## src/rtl/dpc_pkg.sv

```systemverilog
package dpc_pkg;
    typedef enum logic [1:0] {
        CH_STOPPED   = 2'd0,
        CH_RUNNING   = 2'd1,
        CH_SUSPENDED = 2'd2
    } ch_state_e;
endpackage

```

## src/rtl/dpc_base_reg.sv

```systemverilog
module dpc_base_reg #(
    parameter int ADDR_W    = 32,
    parameter int ALIGN_LSB = 2
) (
    input  logic              clk,
    input  logic              rst_n,
    input  logic              wr_i,
    input  logic [ADDR_W-1:0] wdata_i,
    input  logic              open_i,
    input  logic              take_i,
    output logic [ADDR_W-1:0] base_o,
    output logic              dirty_o
);
    localparam logic [ADDR_W-1:0] LOW_MASK = (ADDR_W'(1) << ALIGN_LSB) - ADDR_W'(1);

    typedef struct packed {
        logic [ADDR_W-1:0] base;
        logic              dirty;
    } breg_t;

    breg_t st_d, st_q;

    always_comb begin
        st_d = st_q;
        if (take_i) begin
            st_d.dirty = 1'b0;
        end
        if (wr_i && open_i) begin
            st_d.base  = wdata_i & ~LOW_MASK;
            st_d.dirty = 1'b1;
        end
    end

    always_ff @(posedge clk or negedge rst_n) begin
        if (!rst_n) begin
            st_q <= '0;
        end else begin
            st_q <= st_d;
        end
    end

    assign base_o  = st_q.base;
    assign dirty_o = st_q.dirty;


    base_align_chk: assert property (@(posedge clk) disable iff (!rst_n)
        (st_q.base & LOW_MASK) == '0);


    base_lock_chk: assert property (@(posedge clk) disable iff (!rst_n)
        !open_i |=> $stable(st_q.base));
endmodule

```

## src/rtl/dpc_poll_flag.sv

```systemverilog
module dpc_poll_flag (
    input  logic clk,
    input  logic rst_n,
    input  logic poll_wr_i,
    input  logic fetch_start_i,
    output logic pend_o
);
    typedef struct packed {
        logic pend;
    } poll_t;

    poll_t st_d, st_q;

    always_comb begin
        st_d = st_q;
        if (fetch_start_i) begin
            st_d.pend = 1'b0;
        end
        if (poll_wr_i) begin
            st_d.pend = 1'b1;
        end
    end

    always_ff @(posedge clk or negedge rst_n) begin
        if (!rst_n) begin
            st_q <= '0;
        end else begin
            st_q <= st_d;
        end
    end

    assign pend_o = st_q.pend;


    poll_set_chk: assert property (@(posedge clk) disable iff (!rst_n)
        poll_wr_i |=> st_q.pend);


    poll_clear_chk: assert property (@(posedge clk) disable iff (!rst_n)
        (fetch_start_i && !poll_wr_i) |=> !st_q.pend);
endmodule

```

## src/rtl/dpc_chan_fsm.sv

```systemverilog
module dpc_chan_fsm
    import dpc_pkg::*;
#(
    parameter int ADDR_W     = 32,
    parameter int DESC_BYTES = 16,
    parameter bit IS_TX      = 1'b1
) (
    input  logic              clk,
    input  logic              rst_n,
    input  logic              opmode_wr_i,
    input  logic              start_bit_i,
    input  logic [ADDR_W-1:0] base_i,
    input  logic              dirty_i,
    input  logic              poll_pend_i,
    input  logic              underflow_i,
    input  logic              fetch_ack_i,
    input  logic              desc_owned_i,
    input  logic              desc_last_i,
    output ch_state_e         state_o,
    output logic [ADDR_W-1:0] ptr_o,
    output logic              take_o,
    output logic              open_o,
    output logic              fetch_start_o,
    output logic              suspend_evt_o
);
    localparam logic [ADDR_W-1:0] STEP = ADDR_W'(DESC_BYTES);

    typedef struct packed {
        ch_state_e         state;
        logic [ADDR_W-1:0] ptr;
        logic              run;
        logic              evt;
    } fsm_t;

    fsm_t st_d, st_q;
    logic uf_eff;

    generate
        if (IS_TX) begin : g_tx_uf
            assign uf_eff = underflow_i;
        end else begin : g_rx_uf
            assign uf_eff = 1'b0;
        end
    endgenerate

    always_comb begin
        st_d   = st_q;
        take_o = 1'b0;
        if (opmode_wr_i) begin
            st_d.run = start_bit_i;
        end
        unique case (st_q.state)
            CH_STOPPED: begin
                if (st_q.run) begin
                    st_d.state = CH_RUNNING;
                    if (dirty_i) begin
                        st_d.ptr = base_i;
                        take_o   = 1'b1;
                    end
                end
            end
            CH_RUNNING: begin
                if (uf_eff) begin
                    st_d.state = CH_SUSPENDED;
                end else if (fetch_ack_i) begin
                    if (!st_q.run) begin
                        st_d.state = CH_STOPPED;
                    end else if (desc_owned_i) begin
                        st_d.ptr = desc_last_i ? base_i : st_q.ptr + STEP;
                    end else begin
                        st_d.state = CH_SUSPENDED;
                    end
                end
            end
            CH_SUSPENDED: begin
                if (!st_q.run) begin
                    st_d.state = CH_STOPPED;
                end else if (poll_pend_i) begin
                    st_d.state = CH_RUNNING;
                end
            end
            default: st_d.state = CH_STOPPED;
        endcase
        st_d.evt = (st_d.state == CH_SUSPENDED) && (st_q.state != CH_SUSPENDED);
        fetch_start_o = (st_d.state == CH_RUNNING) &&
                        ((st_q.state != CH_RUNNING) || fetch_ack_i);
    end

    always_ff @(posedge clk or negedge rst_n) begin
        if (!rst_n) begin
            st_q <= '{state: CH_STOPPED, ptr: '0, run: 1'b0, evt: 1'b0};
        end else begin
            st_q <= st_d;
        end
    end

    assign state_o       = st_q.state;
    assign ptr_o         = st_q.ptr;
    assign open_o        = (st_q.state == CH_STOPPED) && !st_q.run;
    assign suspend_evt_o = st_q.evt;


    addr_hold_chk: assert property (@(posedge clk) disable iff (!rst_n)
        (st_q.state == CH_RUNNING && !fetch_ack_i) |=> $stable(st_q.ptr));


    susp_cause_chk: assert property (@(posedge clk) disable iff (!rst_n)
        (st_q.state == CH_RUNNING && !(fetch_ack_i && !desc_owned_i) && !uf_eff)
        |=> st_q.state != CH_SUSPENDED);


    evt_pulse_chk: assert property (@(posedge clk) disable iff (!rst_n)
        st_q.evt |-> (st_q.state == CH_SUSPENDED && $past(st_q.state) != CH_SUSPENDED));


    stop_susp_chk: assert property (@(posedge clk) disable iff (!rst_n)
        (st_q.state == CH_SUSPENDED && !st_q.run) |=> st_q.state == CH_STOPPED);


    resume_chk: assert property (@(posedge clk) disable iff (!rst_n)
        (st_q.state == CH_STOPPED && st_q.run && !dirty_i) |=> $stable(st_q.ptr));


    restart_chk: assert property (@(posedge clk) disable iff (!rst_n)
        (st_q.state == CH_STOPPED && st_q.run && dirty_i) |=> st_q.ptr == $past(base_i));


    wake_chk: assert property (@(posedge clk) disable iff (!rst_n)
        (st_q.state == CH_SUSPENDED && st_q.run && poll_pend_i)
        |=> (st_q.state == CH_RUNNING && $stable(st_q.ptr)));
endmodule

```

## src/rtl/dma_desc_ptr_ctrl.sv

```systemverilog
module dma_desc_ptr_ctrl
    import dpc_pkg::*;
#(
    parameter int ADDR_W     = 32,
    parameter int OPM_W      = 32,
    parameter int BUS_W      = 64,
    parameter int DESC_BYTES = 16,
    parameter bit IS_TX      = 1'b1
) (
    input  logic              clk,
    input  logic              rst_n,
    input  logic              opmode_wr,
    input  logic [OPM_W-1:0]  opmode_wdata,
    input  logic              base_wr,
    input  logic [ADDR_W-1:0] base_wdata,
    input  logic              poll_wr,
    input  logic              tx_underflow,
    input  logic              fetch_ack,
    input  logic              desc_owned,
    input  logic              desc_last,
    output logic              fetch_req,
    output logic [ADDR_W-1:0] fetch_addr,
    output logic [ADDR_W-1:0] base_rd,
    output logic [1:0]        state,
    output logic              suspend_evt,
    output logic              poll_pend
);
    localparam int ALIGN_LSB = $clog2(BUS_W / 8);
    localparam int START_BIT = IS_TX ? 13 : 1;

    logic      take, open, fetch_start, dirty;
    ch_state_e st;

    dpc_base_reg #(
        .ADDR_W   (ADDR_W),
        .ALIGN_LSB(ALIGN_LSB)
    ) base_i (
        .clk    (clk),
        .rst_n  (rst_n),
        .wr_i   (base_wr),
        .wdata_i(base_wdata),
        .open_i (open),
        .take_i (take),
        .base_o (base_rd),
        .dirty_o(dirty)
    );

    dpc_poll_flag poll_i (
        .clk          (clk),
        .rst_n        (rst_n),
        .poll_wr_i    (poll_wr),
        .fetch_start_i(fetch_start),
        .pend_o       (poll_pend)
    );

    dpc_chan_fsm #(
        .ADDR_W    (ADDR_W),
        .DESC_BYTES(DESC_BYTES),
        .IS_TX     (IS_TX)
    ) fsm_i (
        .clk          (clk),
        .rst_n        (rst_n),
        .opmode_wr_i  (opmode_wr),
        .start_bit_i  (opmode_wdata[START_BIT]),
        .base_i       (base_rd),
        .dirty_i      (dirty),
        .poll_pend_i  (poll_pend),
        .underflow_i  (tx_underflow),
        .fetch_ack_i  (fetch_ack),
        .desc_owned_i (desc_owned),
        .desc_last_i  (desc_last),
        .state_o      (st),
        .ptr_o        (fetch_addr),
        .take_o       (take),
        .open_o       (open),
        .fetch_start_o(fetch_start),
        .suspend_evt_o(suspend_evt)
    );

    assign state     = st;
    assign fetch_req = (st == CH_RUNNING);


    req_state_chk: assert property (@(posedge clk) disable iff (!rst_n)
        fetch_req |-> state == 2'd1);
endmodule

```

## config.mk

```make
export PLATFORM = sky130hd
export DESIGN_NAME = dma_desc_ptr_ctrl
export DESIGN_NICKNAME = d
export VERILOG_FILES = /design/src/rtl/dpc_pkg.sv /design/src/rtl/dpc_base_reg.sv /design/src/rtl/dpc_poll_flag.sv /design/src/rtl/dpc_chan_fsm.sv /design/src/rtl/dma_desc_ptr_ctrl.sv
export SDC_FILE = /design/constraint.sdc
export NUM_CORES = 1
export LEC_CHECK = 0
export BUFFER_PORTS_ARGS = -buffer_cell sky130_fd_sc_hd__buf_2
export CAP_MARGIN = 20
export CORE_MARGIN = 4
export CORE_UTILIZATION = 53
export CTS_CLUSTER_DIAMETER = 150
export DETAILED_ROUTE_END_ITERATION = 8
export PLACE_DENSITY = 0.95
export SYNTH_ARGS = -nofsm -noshare
export SYNTH_HDL_FRONTEND = slang
export SYNTH_SLANG_ARGS = --single-unit
```

## constraint.sdc

```tcl
create_clock -name clk -period 3.4 [get_ports clk]
set_clock_uncertainty 0.2 [all_clocks]
set_input_delay 0.85 -clock clk [delete_from_list [all_inputs] [get_ports clk]]
set_output_delay 0.85 -clock clk [all_outputs]
set_load 0.01 [all_outputs]
```

==> out/results.tsv <==
metric	value	unit
period_needed	2.44	ns
ys.flop_type	dfrtp_1	
syn-cell-area	3570	um2
drive_gt1_share	36.9	%
cts-root-buf	clkbuf_8	
layout_common_cells	buf_2, dfrtp_1, o21ai_0, mux2_2, nor2_1	
drt_iter0_drc	249	
cts_resized	0	
fp.dieW	90.0	um
postSynth.asyncResetShare	100	%
nets	503	
htreeDepth	3	
antenna_left	0	
grt_pass1_vias	2950	
critPathRequiredTime	3.46	ns
drc	0	
ys_ff_latch	64	
core	6460	um2
ir_drop	0.450	mV
holdWs	0.182	ns
cap_violations	0	
setup_viol	0	
path_class	flop to flop	
first_pass_iters	5	
cp-start-kind	flop	
cts_buffers	9	
synth_cell_types	47	
synth_cells	365	
clk_latency	0.34	ns
die-height	90.0	um
rsz0062_at_grt	no	
tightestPinTransition	0.676	ns
leakage	1.87	nW
numPortBuffers	101	
hold_viol	0	
relSlewSlack	54.7	%
rrSetupSlack	0.96	ns
worst_setup_path_end_kind	flop	
gp_congestion	0.854	
critPathMaxStageDelay	0.52	ns
initial_core_util	55.2	%
viasPerCell	6.11	
hp-class	input port to asynchronous set/reset pin	
final_common_cell	buf_2	
crit_fanout	33	
synth_edf_count	0	
n_antenna_cell	0	
place_area	3860	um2
cts.path.max_buffers	2	
postCtsSetupBuffers	0	
rows	29	
slew_violations	0	
cp_slowest_cell	nand3b_2	
path_clk_slew	0.07	ns
r2r_cells	7	
tns	0	ns
die_area	8110	um2
power.density	798	nW/um2
clock-sinks	64	
drt_wl_total	8710	um
routedWlPerCell	17.1	um
fmax	0.409	GHz
antenna_found_initial	0	
dp_hpwl	6300	um
path_cells	nand2b_1 > inv_1 > nand3b_2 > buf_4 > nor2_1 > a22oi_1 > o2bb2ai_1	
syn_to_final_growth	14.3	%
gr-usage-all-layers	21.8	%
avgSynthCellArea	9.77	um2
dr_total_vias	3123	
yosys_warnings	0	
grt_start_max_net_pins	54	
overflow	0	
cp.arrival	2.50	ns
fin_area	4080	um2
post-route-period-util	71.9	%
ios	142	
grt_pass1_wl	14500	um
status	finished clean	
cts_tree	built	
ys_seq_area_share	44.9	%
holdBufCountCts	0	
==> cells by family (layout without fill, tap and decap cells) <==
group | count (synthesis) | count (layout) | synth area share [%]
muxes | 30 | 30 | 9.47
and+or+nand+nor | 98 | 98 | 15.6
AOI/OAI and AO/OA | 105 | 105 | 18.0
adders and majority gates | 1 | 1 | 0.351
other | 1 | 6 | 0.105
DFF | 64 | 64 | 44.9
buffers and inverters | 66 | 130 | 11.6
==> power breakdown <==
| group | total [mW] | switching, mW | internal, mW |
|---|---|---|---|
| combinational | 1.08 | 0.581 | 0.501 |
| sequential | 1.47 | 0.396 | 1.08 |
| clock | 0.700 | 0.282 | 0.418 |
| total | 3.25 | 1.26 | 2.00 |
==> critical path, delay by kind of cell, from the launching register on <==
kind                   cells  cell delay (ns)
and+or+nand+nor            3             0.84
buffers and inverters      2             0.56
DFF                        1             0.51
AOI/OAI and AO/OA          2             0.25
==> synth_stat cells, types with 8 or more instances <==
cell / number / share of area (%)
a21oi_1: 18 / 2.5
a22oi_1: 9 / 1.9
buf_2: 13 / 1.8
buf_4: 37 / 7.8
dfrtp_1: 64 / 45
mux2_2: 30 / 9.5
nand2_1: 16 / 1.7
nand3_1: 8 / 1.1
nand4_1: 10 / 1.8
nor2_1: 27 / 2.8
nor3_1: 9 / 1.3
o21ai_0: 46 / 6.5
==> metal layers <==
layer	wire length [um]	global-route usage, %	share of wire (%)
met5	0	0	0
met4	299	11.5	3.4
met3	738	4.26	8.5
met2	4200	34.6	48
met1	3480	28.3	40
==> sequential cells by signal, indices dropped and copies added, names as in the netlist <==
register,flops
fsm_i.ptr_o,29
fsm_i.state_o,2
fsm_i.st_q,1
poll_i.pend_o,1
base_i.dirty_o,1
fsm_i.suspend_evt_o,1
base_i.base_o,29
==> final cells by class <==
type	count	area, um2
fill	519	2380
sequential	64	1600
multi-input combinational	240	1570
timing repair buffer	107	563
clock buffer	14	183
tap	77	96.3
clock inverter	2	35.0
inverter	7	26.3
==> path summary, 6_finish.rpt <==
path / start / end
setup / recovery: fsm_i.state_o[0] / fsm_i.ptr_o[26]
hold / removal: rst_n / base_i.base_o[24]
setup reg to reg: fsm_i.state_o[0] / fsm_i.ptr_o[26]
hold reg to reg: poll_i.pend_o / poll_i.pend_o
max in group asynchronous: rst_n / fsm_i.ptr_o[7]
min in group clk: poll_i.pend_o / poll_i.pend_o
==> through the flow <==
stage          total power, mW  cells  utilization (%)  setup WS [ns]
3_5_place_dp              2.57    495             59.7          0.694
6_report                  3.25    511             63.1          0.956
3_3_place_gp              2.49    495             59.7          0.816
4_1_cts                   3.27    511             63.1          0.955
5_1_grt                   3.47    511             63.1          0.711
2_1_floorplan             2.26    370                -           1.05
(Power assumes the default switching activity.)
